[src/rtl/intc_pkg.sv]
package intc_pkg;
  localparam int ADDR_W = 4;

  // Register word indices; the offsets are part of the software contract.
  localparam logic [ADDR_W-1:0] RG_IRQ_PEND    = 4'd0;
  localparam logic [ADDR_W-1:0] RG_RAW         = 4'd1;
  localparam logic [ADDR_W-1:0] RG_IRQ_EN_SET  = 4'd2;
  localparam logic [ADDR_W-1:0] RG_IRQ_EN_CLR  = 4'd3;
  localparam logic [ADDR_W-1:0] RG_SW_SET      = 4'd4;
  localparam logic [ADDR_W-1:0] RG_SW_CLR      = 4'd5;
  localparam logic [ADDR_W-1:0] RG_FIQ_PEND    = 4'd8;
  localparam logic [ADDR_W-1:0] RG_RAW_ALT     = 4'd9;
  localparam logic [ADDR_W-1:0] RG_FIQ_EN_SET  = 4'd10;
  localparam logic [ADDR_W-1:0] RG_FIQ_EN_CLR  = 4'd11;

  typedef enum logic {PATH_IRQ = 1'b0, PATH_FIQ = 1'b1} path_e;
endpackage

[src/rtl/intc_raw_capture.sv]
module intc_raw_capture #(
  parameter int NUM_SRC = 32
) (
  input  logic               clk,
  input  logic               rst,
  input  logic [NUM_SRC-1:0] src_i,
  input  logic               sw_set_i,
  input  logic               sw_clr_i,
  output logic [NUM_SRC-1:0] raw_o
);
  logic [NUM_SRC-1:0] src_q;
  logic               sw_q;

  always_ff @(posedge clk) begin
    if (rst) begin
      src_q <= '0;
      sw_q  <= 1'b0;
    end else begin
      src_q <= src_i;
      if (sw_set_i)      sw_q <= 1'b1;
      else if (sw_clr_i) sw_q <= 1'b0;
    end
  end

  for (genvar i = 0; i < NUM_SRC; i++) begin : g_bit
    if (i == 0) begin : g_shared
      assign raw_o[i] = src_q[i] | sw_q;
    end else begin : g_line
      assign raw_o[i] = src_q[i];
    end
  end


  sw_set_chk: assert property (@(posedge clk) disable iff (rst)
    sw_set_i |=> raw_o[0]);


  sw_clr_chk: assert property (@(posedge clk) disable iff (rst)
    (sw_clr_i && !sw_set_i && !src_i[0]) |=> !raw_o[0]);
endmodule

[src/rtl/intc_mask_bank.sv]
module intc_mask_bank #(
  parameter int NUM_SRC = 32
) (
  input  logic               clk,
  input  logic               rst,
  input  logic               set_en_i,
  input  logic               clr_en_i,
  input  logic [NUM_SRC-1:0] wdata_i,
  input  logic [NUM_SRC-1:0] raw_i,
  output logic [NUM_SRC-1:0] mask_o,
  output logic               hit_o
);
  logic [NUM_SRC-1:0] mask_q;
  logic               hit_q;

  always_ff @(posedge clk) begin
    if (rst) begin
      mask_q <= '0;
      hit_q  <= 1'b0;
    end else begin
      if (set_en_i)      mask_q <= mask_q | wdata_i;
      else if (clr_en_i) mask_q <= mask_q & ~wdata_i;
      hit_q <= |(raw_i & mask_q);
    end
  end

  assign mask_o = mask_q;
  assign hit_o  = hit_q;


  mask_set_chk: assert property (@(posedge clk) disable iff (rst)
    set_en_i |=> ((mask_q & $past(wdata_i)) == $past(wdata_i)));


  mask_clr_chk: assert property (@(posedge clk) disable iff (rst)
    (clr_en_i && !set_en_i) |=> ((mask_q & $past(wdata_i)) == '0));


  hit_after_set_chk: assert property (@(posedge clk) disable iff (rst)
    ((set_en_i && |(wdata_i & raw_i)) ##1 $stable(raw_i)) |=> hit_o);


  hit_after_clr_chk: assert property (@(posedge clk) disable iff (rst)
    (clr_en_i && !set_en_i && (&wdata_i)) |=> ##1 !hit_o);
endmodule

[src/rtl/intc_read_mux.sv]
module intc_read_mux
  import intc_pkg::*;
#(
  parameter int NUM_SRC = 32
) (
  input  logic [ADDR_W-1:0]  addr_i,
  input  logic [NUM_SRC-1:0] raw_i,
  input  logic [NUM_SRC-1:0] irq_mask_i,
  input  logic [NUM_SRC-1:0] fiq_mask_i,
  output logic [NUM_SRC-1:0] rdata_o
);
  always_comb begin
    rdata_o = '0;
    unique case (addr_i)
      RG_IRQ_PEND:   rdata_o = raw_i & irq_mask_i;
      RG_RAW:        rdata_o = raw_i;
      RG_IRQ_EN_SET: rdata_o = irq_mask_i;
      RG_SW_SET:     rdata_o = {{(NUM_SRC-1){1'b0}}, raw_i[0]};
      RG_FIQ_PEND:   rdata_o = raw_i & fiq_mask_i;
      RG_RAW_ALT:    rdata_o = raw_i;
      RG_FIQ_EN_SET: rdata_o = fiq_mask_i;
      default:       rdata_o = '0;
    endcase
  end
endmodule

[src/rtl/dual_intc.sv]
module dual_intc
  import intc_pkg::*;
#(
  parameter int NUM_SRC = 32
) (
  input  logic                clk,
  input  logic                rst,
  input  logic [NUM_SRC-1:0]  src_i,
  input  logic                bus_wr_en,
  input  logic                bus_rd_en,
  input  logic [ADDR_W-1:0]   bus_addr,
  input  logic [NUM_SRC-1:0]  bus_wdata,
  output logic [NUM_SRC-1:0]  bus_rdata,
  output logic                irq_o,
  output logic                fiq_o
);
  localparam int NUM_PATH = 2;

  logic [NUM_SRC-1:0] raw;
  logic [NUM_SRC-1:0] mask [NUM_PATH];
  logic [NUM_PATH-1:0] hit;
  logic [NUM_PATH-1:0] set_en;
  logic [NUM_PATH-1:0] clr_en;
  logic               sw_set, sw_clr;
  logic [NUM_SRC-1:0] rd_mux;
  logic [NUM_SRC-1:0] rdata_q;

  assign set_en[PATH_IRQ] = bus_wr_en && (bus_addr == RG_IRQ_EN_SET);
  assign clr_en[PATH_IRQ] = bus_wr_en && (bus_addr == RG_IRQ_EN_CLR);
  assign set_en[PATH_FIQ] = bus_wr_en && (bus_addr == RG_FIQ_EN_SET);
  assign clr_en[PATH_FIQ] = bus_wr_en && (bus_addr == RG_FIQ_EN_CLR);
  assign sw_set = bus_wr_en && (bus_addr == RG_SW_SET) && bus_wdata[0];
  assign sw_clr = bus_wr_en && (bus_addr == RG_SW_CLR) && bus_wdata[0];

  intc_raw_capture #(.NUM_SRC(NUM_SRC)) u_raw (
    .clk      (clk),
    .rst      (rst),
    .src_i    (src_i),
    .sw_set_i (sw_set),
    .sw_clr_i (sw_clr),
    .raw_o    (raw)
  );

  for (genvar p = 0; p < NUM_PATH; p++) begin : g_path
    intc_mask_bank #(.NUM_SRC(NUM_SRC)) u_bank (
      .clk      (clk),
      .rst      (rst),
      .set_en_i (set_en[p]),
      .clr_en_i (clr_en[p]),
      .wdata_i  (bus_wdata),
      .raw_i    (raw),
      .mask_o   (mask[p]),
      .hit_o    (hit[p])
    );
  end

  intc_read_mux #(.NUM_SRC(NUM_SRC)) u_rmux (
    .addr_i     (bus_addr),
    .raw_i      (raw),
    .irq_mask_i (mask[PATH_IRQ]),
    .fiq_mask_i (mask[PATH_FIQ]),
    .rdata_o    (rd_mux)
  );

  always_ff @(posedge clk) begin
    if (rst)            rdata_q <= '0;
    else if (bus_rd_en) rdata_q <= rd_mux;
  end

  assign bus_rdata = rdata_q;
  assign irq_o     = hit[PATH_IRQ];
  assign fiq_o     = hit[PATH_FIQ];


  ro_write_chk: assert property (@(posedge clk) disable iff (rst)
    (bus_wr_en && (bus_addr == RG_IRQ_PEND || bus_addr == RG_RAW ||
                   bus_addr == RG_FIQ_PEND || bus_addr == RG_RAW_ALT))
    |=> ($stable(mask[PATH_IRQ]) && $stable(mask[PATH_FIQ])));


  rdata_hold_chk: assert property (@(posedge clk) disable iff (rst)
    !bus_rd_en |=> $stable(bus_rdata));


  fiq_isolate_chk: assert property (@(posedge clk) disable iff (rst)
    (set_en[PATH_IRQ] || clr_en[PATH_IRQ]) |=> $stable(mask[PATH_FIQ]));
endmodule

[config.mk]
export PLATFORM = sky130hd
export DESIGN_NAME = dual_intc
export DESIGN_NICKNAME = d
export VERILOG_FILES = /design/src/rtl/intc_pkg.sv /design/src/rtl/intc_raw_capture.sv /design/src/rtl/intc_mask_bank.sv /design/src/rtl/intc_read_mux.sv /design/src/rtl/dual_intc.sv
export SDC_FILE = /design/constraint.sdc
export NUM_CORES = 1
export LEC_CHECK = 0
export BUFFER_PORTS_ARGS = -buffer_cell sky130_fd_sc_hd__buf_2
export CAP_MARGIN = 15
export CORE_ASPECT_RATIO = 0.6
export CORE_MARGIN = 5
export CORE_UTILIZATION = 40
export CTS_CLUSTER_DIAMETER = 80
export DETAILED_ROUTE_END_ITERATION = 10
export GPL_ROUTABILITY_DRIVEN = 0
export PLACE_DENSITY = 0.73
export SETUP_SLACK_MARGIN = 0.3
export SYNTH_ARGS = -nofsm -noshare
export SYNTH_HDL_FRONTEND = slang
export SYNTH_SLANG_ARGS = --single-unit
[constraint.sdc]
create_clock -name clk -period 3.22 [get_ports clk]
set_input_delay 0.161 -clock clk [delete_from_list [all_inputs] [get_ports clk]]
set_output_delay 0.161 -clock clk [all_outputs]
set_load 0.05 [all_outputs]
[After elaboration in Yosys (flattened, before gate mapping)]
Cells that the tools add are included.
W data, S select, Z words.
Word-level totals
  bits in registers: 131
  input port bits: 72
Operators by class
  eq/ne operators: 9
  mux-type cells: 7
  bitwise operators: 8
  reduce and logical (&&, ||, !) cells: 15
Operator list (number)
  $pmux W32 S6: 1
  $and A32 B32 Y32: 4
  $mux W32: 4
  $or A32 B32 Y32: 2
  $reduce_or A32 Y1: 2
  $not A32 Y32: 1
  $eq A4 B4 Y1 const B: 4
  $eq A4 B2 Y1 const B: 2
  $eq A4 B3 Y1 const B: 2
  $logic_and A1 B1 Y1: 8
  $reduce_bool A2 Y1: 3
  $eq A4 B1 Y1 const B: 1
  $logic_not A4 Y1: 1
  $mux W1: 2
  $reduce_or A2 Y1: 1
  $or A1 B1 Y1: 1

[Depth between registers and ports, before layout]
Gate-level depths: netlist (run 1).
  depth in word-level cells: 5
  gate-level depth with buffers: 6
  gate-level depth less buffers: 4

[Cells and area by module]
A second synthesis (run 1) with hierarchy kept.
Second synthesis, totals
  cell total of the unflattened synthesis: 625
  area, all modules: 6063.3 um^2
By module, submodules not included
  intc_mask_bank: instances 2, cells an instance 161, area an instance 1361.3 um^2, sequential area each 660.6 um^2
  dual_intc: instances 1, cells an instance 114, area an instance 1226.2 um^2, sequential area each 640.6 um^2
  intc_raw_capture: instances 1, cells an instance 103, area an instance 1138.6 um^2, sequential area each 660.6 um^2
  intc_read_mux: instances 1, cells an instance 86, area an instance 975.9 um^2, sequential area each 0.0 um^2

[Least setup slack after synthesis (run 1)]
Ideal clock, no wire load.
  path kind: input port to flip-flop
  start: in bus_addr[3]
  end: reg rdata_q[10] (netlist: bus_rdata[10])
  setup time: 132 ps
  arrival time: 1046 ps
  data required time: 3088 ps
  path slack: 2042 ps
  stages: 5
  buffers on the path: 2
  path through: buf_4 buf_2 mux2_2 o221ai_1 a21oi_1
On the way
  word-level cells in the longest chain between the ends: 3
  elaborated cells on any way between the ends: 9
  those cells by class: 6 x eq/ne; 1 x mux; 2 x reduce/logical
Ends and longest elaborated chain
  start, declared: line dual_intc.sv:11  | input logic [ADDR_W-1:0] bus_addr,
  $eq A4 B1 Y1 or $eq A4 B4 Y1 (tied branches): line intc_read_mux.sv:14  | unique case (addr_i)
  $reduce_or A2 Y1 (no line)
  $pmux W32 S6 (*): line intc_read_mux.sv:14
  end signal, assigned: line dual_intc.sv:67  | else if (bus_rd_en) rdata_q <= rd_mux;
  end, declared: line dual_intc.sv:26  | logic [NUM_SRC-1:0] rdata_q;
Every way passes the cells marked *; elsewhere a longest branch is shown, timed or not.
A chain may end at the register's enable or synchronous reset.

==> impl_metrics.yaml, run 1 <==
critical_path:
  cp.required_ns: 3.54
  path_class: "in2reg"
  cp_max_fo: 64
  reg2regPathDepth: 4
  critical_path.max_stage_delay_ns: 0.70
  r2r_slack_ns: 1.73
  arrival_ns: 2.23
  path_cells: "buf_2, nand2b_4, nor2_8, a21oi_1, a311oi_1"
  critPathTopFamily: "simple AND/OR/NAND/NOR gates"
  crit_cells: 5
  rr_endpoint: "g_path[1].u_bank.hit_o"
  r2r-start: "u_raw.src_q[25]"
  crit_slowest_cell: "nor2_8"
  endpoint_kind: "flop"
  worst_setup_path_start_kind: "input pin"
  worst-path-buf-inv: 1
sta:
  max_freq_ghz: 0.524
  grt_setup_unrepaired: "no"
  slew_headroom_pct: 34.8
  drv_slew: 0
  period_needed_ns: 1.91
  fin_crit_sh_pct: 59.3
  tightestPinTransition_ns: 0.979
  tns_ns: 0
  hold_viol: 0
  setup_viol: 0
  fin_worst_skew_ns: 0.0117
layout:
  finalNetCount: 743
  layout_commonest_cell: "dfxtp_1"
  nFillCells: 1144
  synthToLayoutAreaGrowth_pct: 33.2
  final_layout_size_suffix_gt1_share_pct: 26.3
  finalInstanceArea_um2: 7100
  final_cell_mix: "131 x dfxtp_1, 104 x buf_2, 100 x a21oi_1"
route:
  drcViolationCount: 0
  detail-route-antenna-nets: 0
  drtPass1Iterations: 5
  drt_iter0_drc: 773
  drt_wl_total_um: 16800
  via_per_inst: 6.00
  routed-via-count: 5140
  wire_per_inst_um: 19.6
floorplan:
  initial_core_util_pct: 41.2
  fp.dieArea_um2: 15800
  die_w_um: 159
  core_um2: 12900
  io_pins: 106
  core.rowCount: 32
  die_h_um: 99.4
power_and_ir_drop:
  power_per_cell_area_nw_per_um2: 574
  internal_power_mw: 3.02
  clkPwrFrac_pct: 48.2
  p_comb_share_pct: 9.5
  switching_share_pct: 25.9
  p_total_mw: 4.07
  power.switching_mw: 1.05
  total_leakage_power_nw: 2.64
  vdd_ir_drop_max_mv: 0.283
  p_seq_share_pct: 42.2
flow_run:
  drv_cap: 0
synth:
  ys_warn_count: 0
  ys_ff_latch: 131
  syn_avg_cell_area_um2: 10.1
  yosysUniqueCellTypes: 28
  syn_area_um2: 5330
  synthCells: 528
  ys_seq_area_share_pct: 49.2
  syn_nets: 600
placed_design:
  placed_area_um2: 5860
  port_buffers: 105
  place_hpwl_um: 11100
global_route:
  grt_max_degree: 96
  grt_pass1_wl_um: 26100
  grt_pass1_vias: 4766
  track_usage_pct: 20.7
  overflow: 0
  antenna_found_initial: 2
cts:
  numCtsBuffers: 17
  root_buffer: "clkbuf_16"
  clk_path_buf_depth: 2
  htree_levels: 4
  clkTransAtPathRegs_ns: 0.06
  cts_sinks: 131
  tritoncts: "built"
  clk-insertion-delay-late_ns: 0.42
worst_hold_path:
  min_path_type: "in2reg"
  min_from: "bus_wdata[0]"
  hold_path_depth: 2
run_status:
  status: "finished, final reports clean"
layout make-up:
cell class | count | area (um^2) | area share, %
flip-flops and latches | 131 | 2620 | 36.9
multi-input cells | 344 | 2440 | 34.4
repair buffers | 175 | 1210 | 17.1
clock buffers | 18 | 439 | 6.18
well taps | 170 | 213 | 3.00
clock inverters | 14 | 164 | 2.31
inverters | 2 | 7.51 | 0.106
diodes | 2 | 5.00 | 0.0705
power groups by stage:
stage               clock (mW)  combinational, mW  sequential, mW
floorplan                    0              0.167            1.78
global placement             0              0.310            1.75
detailed placement           0              0.319            1.75
CTS                       1.99              0.383            1.72
global route              2.07              0.417            1.72
finish                    1.97              0.388            1.72
synthesized netlist by cell type, drive strengths merged:
library cell  count  area (um^2)
dfxtp           131         2620
a21oi           100          500
a311oi           65          569
nand2            33          124
nor2b            32          200
mux2             31          349
o221ai           31          272
a22oi            28          210
buf              26          174
clkbuf           25         93.8
nand4             6         37.5
nor2              3         43.8
a222oi            2         20.0
inv               2         7.51
nand2b            2         27.5
nor4              2         12.5
o211ai            2         15.0
a211oi            1         12.5
nand3             1         5.00
nor3              1         5.00
nor3b             1         7.51
o21a              1         7.51
o21ai             1         5.00
o32ai             1         8.76
routing by layer:
layer	global-route usage [%]	vias to the layer above	share of wire, %
met5	0	-	0
met4	5.83	0	1.4
met3	6.92	27	10
met2	29.3	311	43
met1	29.9	2431	45
li1	-	2371	-
worst max path at each step:
stage	startpoint	endpoint	slack (ns)
CTS	bus_addr[1]	flop	1.38
global placement	bus_addr[1]	flop	1.07
detailed placement	bus_addr[1]	flop	0.95
global route	bus_addr[1]	flop	1.16
floorplan	bus_addr[3]	bus_rdata[10]	2.04
finish	bus_addr[1]	flop	1.31
worst register-to-register path, stage by stage, from the launching register on:
cell	delay (ns)
dfxtp_1	0.33
a22oi_1	0.32
o211ai_1	0.22
nor4_1	0.33
a21oi_1	0.13
cell families after synthesis:
logic type	after synthesis	synth area share, %
muxes	31	6.55
buffers and inverters	53	5.16
AOI/OAI and AO/OA	232	30.4
and+or+nand+nor	81	8.69
DFF	131	49.2
metrics by stage:
stage	worst slack (ns)	instances	hold slack [ns]	util (%)
after floorplan	2.04	528	0.271	-
after global placement	1.07	759	0.374	45.3
after detailed placement	0.954	759	0.373	45.3
after CTS	1.38	854	0.00507	54.9
after global routing	1.16	856	0.0261	54.9
final	1.31	856	0.0209	54.9
repair_timing:
item                      in CTS  in global routing
hold endpoints to repair      91                  0
hold buffers                  63                  0
resized for setup              0                  0
setup buffers                  0                  0
Note: power is estimated with default switching activity, not from simulation.
==> inputs of run 2 (changes only) <==
--- a/config.mk
+++ b/config.mk
@@ -13,7 +13,7 @@
 export CTS_CLUSTER_DIAMETER = 80
 export DETAILED_ROUTE_END_ITERATION = 10
 export GPL_ROUTABILITY_DRIVEN = 0
-export PLACE_DENSITY = 0.73
+export PLACE_DENSITY = 0.75
 export SETUP_SLACK_MARGIN = 0.3
 export SYNTH_ARGS = -nofsm -noshare
 export SYNTH_HDL_FRONTEND = slang
==> constraint.sdc (replaced) <==
create_clock -name clk -period 1.55 [get_ports clk]
set_input_delay 0.0775 -clock clk [delete_from_list [all_inputs] [get_ports clk]]
set_output_delay 0.0775 -clock clk [all_outputs]
set_load 0.05 [all_outputs]
==> impl_metrics.yaml, run 2 (synthesized netlist as in run 1, its figures left out) <==
power_and_ir_drop:
  p_total_mw: 8.77
  total_leakage_power_nw: 2.76
  power_per_cell_area_nw_per_um2: 1180
  vdd_ir_drop_max_mv: 0.634
global_route:
  antenna_found_initial: 0
  grt.met2_usage_pct: 32.8
  overflow: 0
  track_usage_pct: 22.0
  grt_max_degree: 90
  grt_pass1_wl_um: 28000
  top_usage_layer: "met2"
  met1_usage_pct: 30.2
  grtUsageMet3_pct: 8.24
  grt_pass1_vias: 5160
layout:
  finalInstanceArea_um2: 7430
  final_layout_size_suffix_gt1_share_pct: 31.5
  nFillCells: 1091
  finalNetCount: 759
  n_antenna_cell: 0
  synthToLayoutAreaGrowth_pct: 39.4
  final_cell_mix: "122 x dfxtp_1, 103 x buf_2, 100 x a21oi_1"
  layout_commonest_cell: "dfxtp_1"
cts:
  cts_sinks: 131
  htree_levels: 4
  clk-insertion-delay-late_ns: 0.42
  numCtsBuffers: 17
  clk_path_buf_depth: 2
  root_buffer: "clkbuf_16"
  clkTransAtPathRegs_ns: 0.06
  tritoncts: "built"
critical_path:
  cp.required_ns: 1.84
  path_class: "reg2reg"
  cp_max_fo: 3
  critical_path.max_stage_delay_ns: 0.36
  path_cells: "a22oi_1, nand4_1, nor4_2, a21oi_1"
  r2r-start: "u_raw.src_q[6]"
  crit_start: "u_raw.src_q[6]"
  critPathTopFamily: "simple AND/OR/NAND/NOR gates"
  arrival_ns: 1.56
  worst-path-buf-inv: 0
  worst_setup_path_start_kind: "flop"
  crit_slowest_cell: "dfxtp_1"
  endpoint_kind: "flop"
route:
  drt_wl_total_um: 17800
  drtPass1Iterations: 5
  drcViolationCount: 0
  detail-route-antenna-nets: 0
  routed-via-count: 5262
  drt_iter0_drc: 693
  wire_per_inst_um: 20.5
  via_per_inst: 6.06
floorplan:
  die_w_um: 159
  fp.dieArea_um2: 15800
  initial_core_util_pct: 41.2
  core.rowCount: 32
  core_um2: 12900
  io_pins: 106
  die_h_um: 99.4
placed_design:
  placed_area_um2: 6040
  port_buffers: 105
  pre_cts_ws_ns: 0.00559
  place_hpwl_um: 12000
sta:
  max_freq_ghz: 0.787
  setup_viol: 0
  hold_viol: 0
  period_needed_ns: 1.27
  fin_worst_skew_ns: 0.00714
  tns_ns: 0
  setup_ws_ns: 0.279
  grt_setup_unrepaired: "yes"
  slew_headroom_pct: 74.0
  hold_ws_ns: 0.0504
  drv_slew: 0
  fin_crit_sh_pct: 82.0
  tightestPinTransition_ns: 0.390
worst_hold_path:
  min_path_type: "in2reg"
  min_from: "bus_rd_en"
run_status:
  status: "finished, final reports clean"
flow_run:
  drv_cap: 0
-- run 2: cell count changes in the layout (fill, tap and decap cells not counted), sizes merged, moves of 2 or more --
cell      previous run  this run
clkinv               3         5
buf                112       126
bufinv               2         4
inv                 11         3
clkbuf              18        20
clkinvlp             0         2
diode                2         0
-- run 2: power by group --
part | switching (mW) | internal (mW) | total [mW] | leakage [nW]
clock network | 1.53 | 2.77 | 4.30 | 0.305
logic | 0.500 | 0.376 | 0.876 | 1.39
registers | 0.107 | 3.48 | 3.59 | 1.07
-- run 2: final timing paths --
kind	end	slack [ns]	cells after the start
max reg2reg	g_path[1].u_bank.hit_o	0.28	4
max	g_path[1].u_bank.hit_o	0.28	4
min	bus_rdata[0]	0.05	3
min reg2reg	bus_rdata[27]	0.45	2
-- run 2: per-stage QoR --
stage	utilization, %	instances
floorplan	-	528
global placement	46.7	772
detailed placement	46.7	772
CTS	57.2	868
global route	57.4	869
finish	57.4	869
-- run 2: routing by layer --
metal,vias to the layer above,wire (um),share of wire [%]
li1,2397,-,-
met1,2480,7700,43
met2,347,7750,44
met3,38,2090,12
met4,0,268,1.5
met5,-,0,0
-- run 2: timing repair --
action,4_1_cts,5_1_grt
buffers inserted,1,1
hold buffers,64,0
pin swaps,15,3
gates cloned,0,0
endpoints found under the setup margin,2,4
resized for setup,20,8
endpoints found under the hold margin,97,0
-- run 2: cell type report --
type                       instances  area [um^2]  area share, %
sequential                       131         2640           35.5
multi-input combinational        344         2530           34.0
timing repair buffer             191         1410           19.0
clock buffer                      19          453           6.10
tap                              170          213           2.86
clock inverter                    12          180           2.43
inverter                           2         7.51          0.101
-- run 2: worst reg2reg max path, cell delays in order (launching register included) --
cell and delay [ns]:
dfxtp_1 0.36, a22oi_1 0.24, nand4_1 0.18, nor4_2 0.27
a21oi_1 0.11
==> inputs of run 3 (changes only) <==
--- a/config.mk
+++ b/config.mk
@@ -5,6 +5,7 @@
 export SDC_FILE = /design/constraint.sdc
 export NUM_CORES = 1
 export LEC_CHECK = 0
+export ABC_AREA = 1
 export BUFFER_PORTS_ARGS = -buffer_cell sky130_fd_sc_hd__buf_2
 export CAP_MARGIN = 15
 export CORE_ASPECT_RATIO = 0.6
==> constraint.sdc (replaced) <==
create_clock -name clk -period 1.05 [get_ports clk]
set_input_delay 0.0525 -clock clk [delete_from_list [all_inputs] [get_ports clk]]
set_output_delay 0.0525 -clock clk [all_outputs]
set_load 0.05 [all_outputs]
==> impl_metrics.yaml, run 3 <==
run_status:
  status: "finished, final reports clean"
flow_run:
  drv_cap: 0
power_and_ir_drop:
  total_leakage_power_nw: 3.98
  p_total_mw: 13.5
  power_per_cell_area_nw_per_um2: 1460
  vdd_ir_drop_max_mv: 0.956
route:
  drt_iter0_drc: 607
  wire_per_inst_um: 17.0
  drcViolationCount: 0
  drtPass1Iterations: 5
  drt_wl_total_um: 20700
  routed-via-count: 6393
  detail-route-antenna-nets: 0
  via_per_inst: 5.24
global_route:
  track_usage_pct: 23.3
  grt_max_degree: 47
  antenna_found_initial: 1
  grt_pass1_wl_um: 31100
  grt_pass1_vias: 6238
  overflow: 0
synth:
  ys_seq_area_share_pct: 45.9
  syn_avg_cell_area_um2: 6.99
  synth_edf_count: 0
  syn_nets: 889
  synthCells: 817
  async_flop_share_pct: 0
  synth_top_area_share_pct: 45.9
  synth.area.top_cells: "dfxtp_1 46%, nand2_1 17%, a21oi_1 8.6%, o2111ai_1 4.8%, inv_1 4.5%"
  yosysMostFrequentCell: "nand2_1"
  syn_area_um2: 5710
  ys_warn_count: 0
  yosysUniqueCellTypes: 22
  synth_common_cells: "263 x nand2_1, 131 x dfxtp_1, 98 x a21oi_1"
  ys_ff_latch: 131
  yosys.area.top_type: "dfxtp_1"
  ys.flop_type: "dfxtp_1"
floorplan:
  initial_core_util_pct: 41.3
  core.rowCount: 33
  die_w_um: 164
  fp.dieArea_um2: 16800
  io_pins: 106
  die_h_um: 103
  core_um2: 13800
layout:
  nFillCells: 1047
  finalNetCount: 1086
  layout_commonest_cell: "nand2_1"
  n_antenna_cell: 0
  post-route-util_pct: 66.9
  final_cell_mix: "227 x nand2_1, 100 x dfxtp_2, 88 x a21oi_1"
  final_layout_size_suffix_gt1_share_pct: 40.5
  finalInstanceArea_um2: 9250
  synthToLayoutAreaGrowth_pct: 62.0
cts:
  tritoncts: "built"
  root_buffer: "clkbuf_16"
  htree_levels: 4
  clkTransAtPathRegs_ns: 0.06
  cts_sinks: 131
  clk_path_buf_depth: 2
  numCtsBuffers: 17
  clk-insertion-delay-late_ns: 0.42
worst_hold_path:
  min_from: "bus_wdata[3]"
  hold_path_depth: 4
  min_path_type: "in2reg"
critical_path:
  r2r_slack_ns: 0.005
  reg2regPathDepth: 6
  r2r-start: "u_raw.src_q[0]"
  rr_endpoint: "g_path[0].u_bank.hit_o"
  cp.required_ns: 1.35
  path_class: "reg2reg"
  endpoint_kind: "flop"
  cp_max_fo: 3
  arrival_ns: 1.34
  worst_setup_path_start_kind: "flop"
placed_design:
  pre_cts_ws_ns: -0.0688
  placed_area_um2: 6790
  place_hpwl_um: 12300
  port_buffers: 105
sta:
  hold_ws_ns: 0.0634
  tightestPinTransition_ns: 0.405
  hold_viol: 0
  setup_ws_ns: 0.00494
  setup_viol: 0
  drv_slew: 0
  fin_crit_sh_pct: 99.5
  grt_setup_unrepaired: "yes"
  max_freq_ghz: 0.957
  fin_worst_skew_ns: 0.00864
  period_needed_ns: 1.05
  slew_headroom_pct: 73.0
[run 3: worst max path at each step]
stage                                start                endpoint  slack [ns]
finish                      u_raw.src_q[0]  g_path[0].u_bank.hit_o       0.005
global route               u_raw.src_q[26]  g_path[0].u_bank.hit_o       -0.03
CTS                 g_path[1].u_bank.hit_o                   fiq_o      0.0005
detailed placement             bus_addr[3]                    flop       -0.07
global placement               bus_addr[1]                    flop       -0.05
floorplan                      bus_addr[3]                    flop        0.15
[run 3: area by class of cell]
cell class              instances  area [um^2]  share of cell area [%]
clock inverters                 9          174                    1.88
inverters                      75          292                    3.15
repair buffers                229         2250                    24.3
well taps                     192          240                    2.60
clock buffers                  23          488                    5.27
flip-flops and latches        131         2750                    29.7
multi-input cells             560         3060                    33.1
[run 3: through the flow]
step,std cells,setup TNS (ns)
3_5_place_dp,1103,-2.24
3_3_place_gp,1103,-0.639
2_1_floorplan,817,0
4_1_cts,1208,0
6_report,1219,0
5_1_grt,1219,-0.0517
[run 3: logic make-up (layout without fill, tap and decap cells)]
family	after synthesis	in the layout	synth area share [%]
AND/OR/NAND/NOR	363	363	25.1
AO/OA/AOI/OAI	197	197	19.4
flip-flops	131	131	45.9
buffers and inverters	126	336	9.62
[run 3: per-layer routing]
layer | wire, um | global-route usage [%] | vias to the layer above | part of all wire (%)
li1 | - | - | 3050 | -
met4 | 300 | 6.83 | 2 | 1.5
met3 | 2020 | 6.51 | 38 | 9.8
met2 | 9770 | 38.8 | 342 | 47
met1 | 8580 | 30.1 | 2961 | 41
met5 | 13 | 0 | - | 0.063
[run 3: power breakdown]
| part | internal, mW | switching [mW] | total [mW] |
|---|---|---|---|
| sequential | 5.13 | 0.138 | 5.26 |
| combinational | 0.690 | 0.894 | 1.58 |
| clock | 4.46 | 2.20 | 6.66 |
[run 3: critical path, cell delays in order (launching register included)]
cell and delay [ns]:
dfxtp_2 0.32, nor2_4 0.12, nor2_1 0.06, nor2_1 0.11, nand3_1 0.12, nor2_1 0.10
a21oi_1 0.09
[run 3: what timing repair did]
item	in CTS	in global routing
hold buffers	67	0
endpoints found under the setup margin	70	102
gates resized for setup	203	127
pin swaps	35	47
gates cloned	0	2
hold endpoints to repair	97	0
setup buffers	6	9
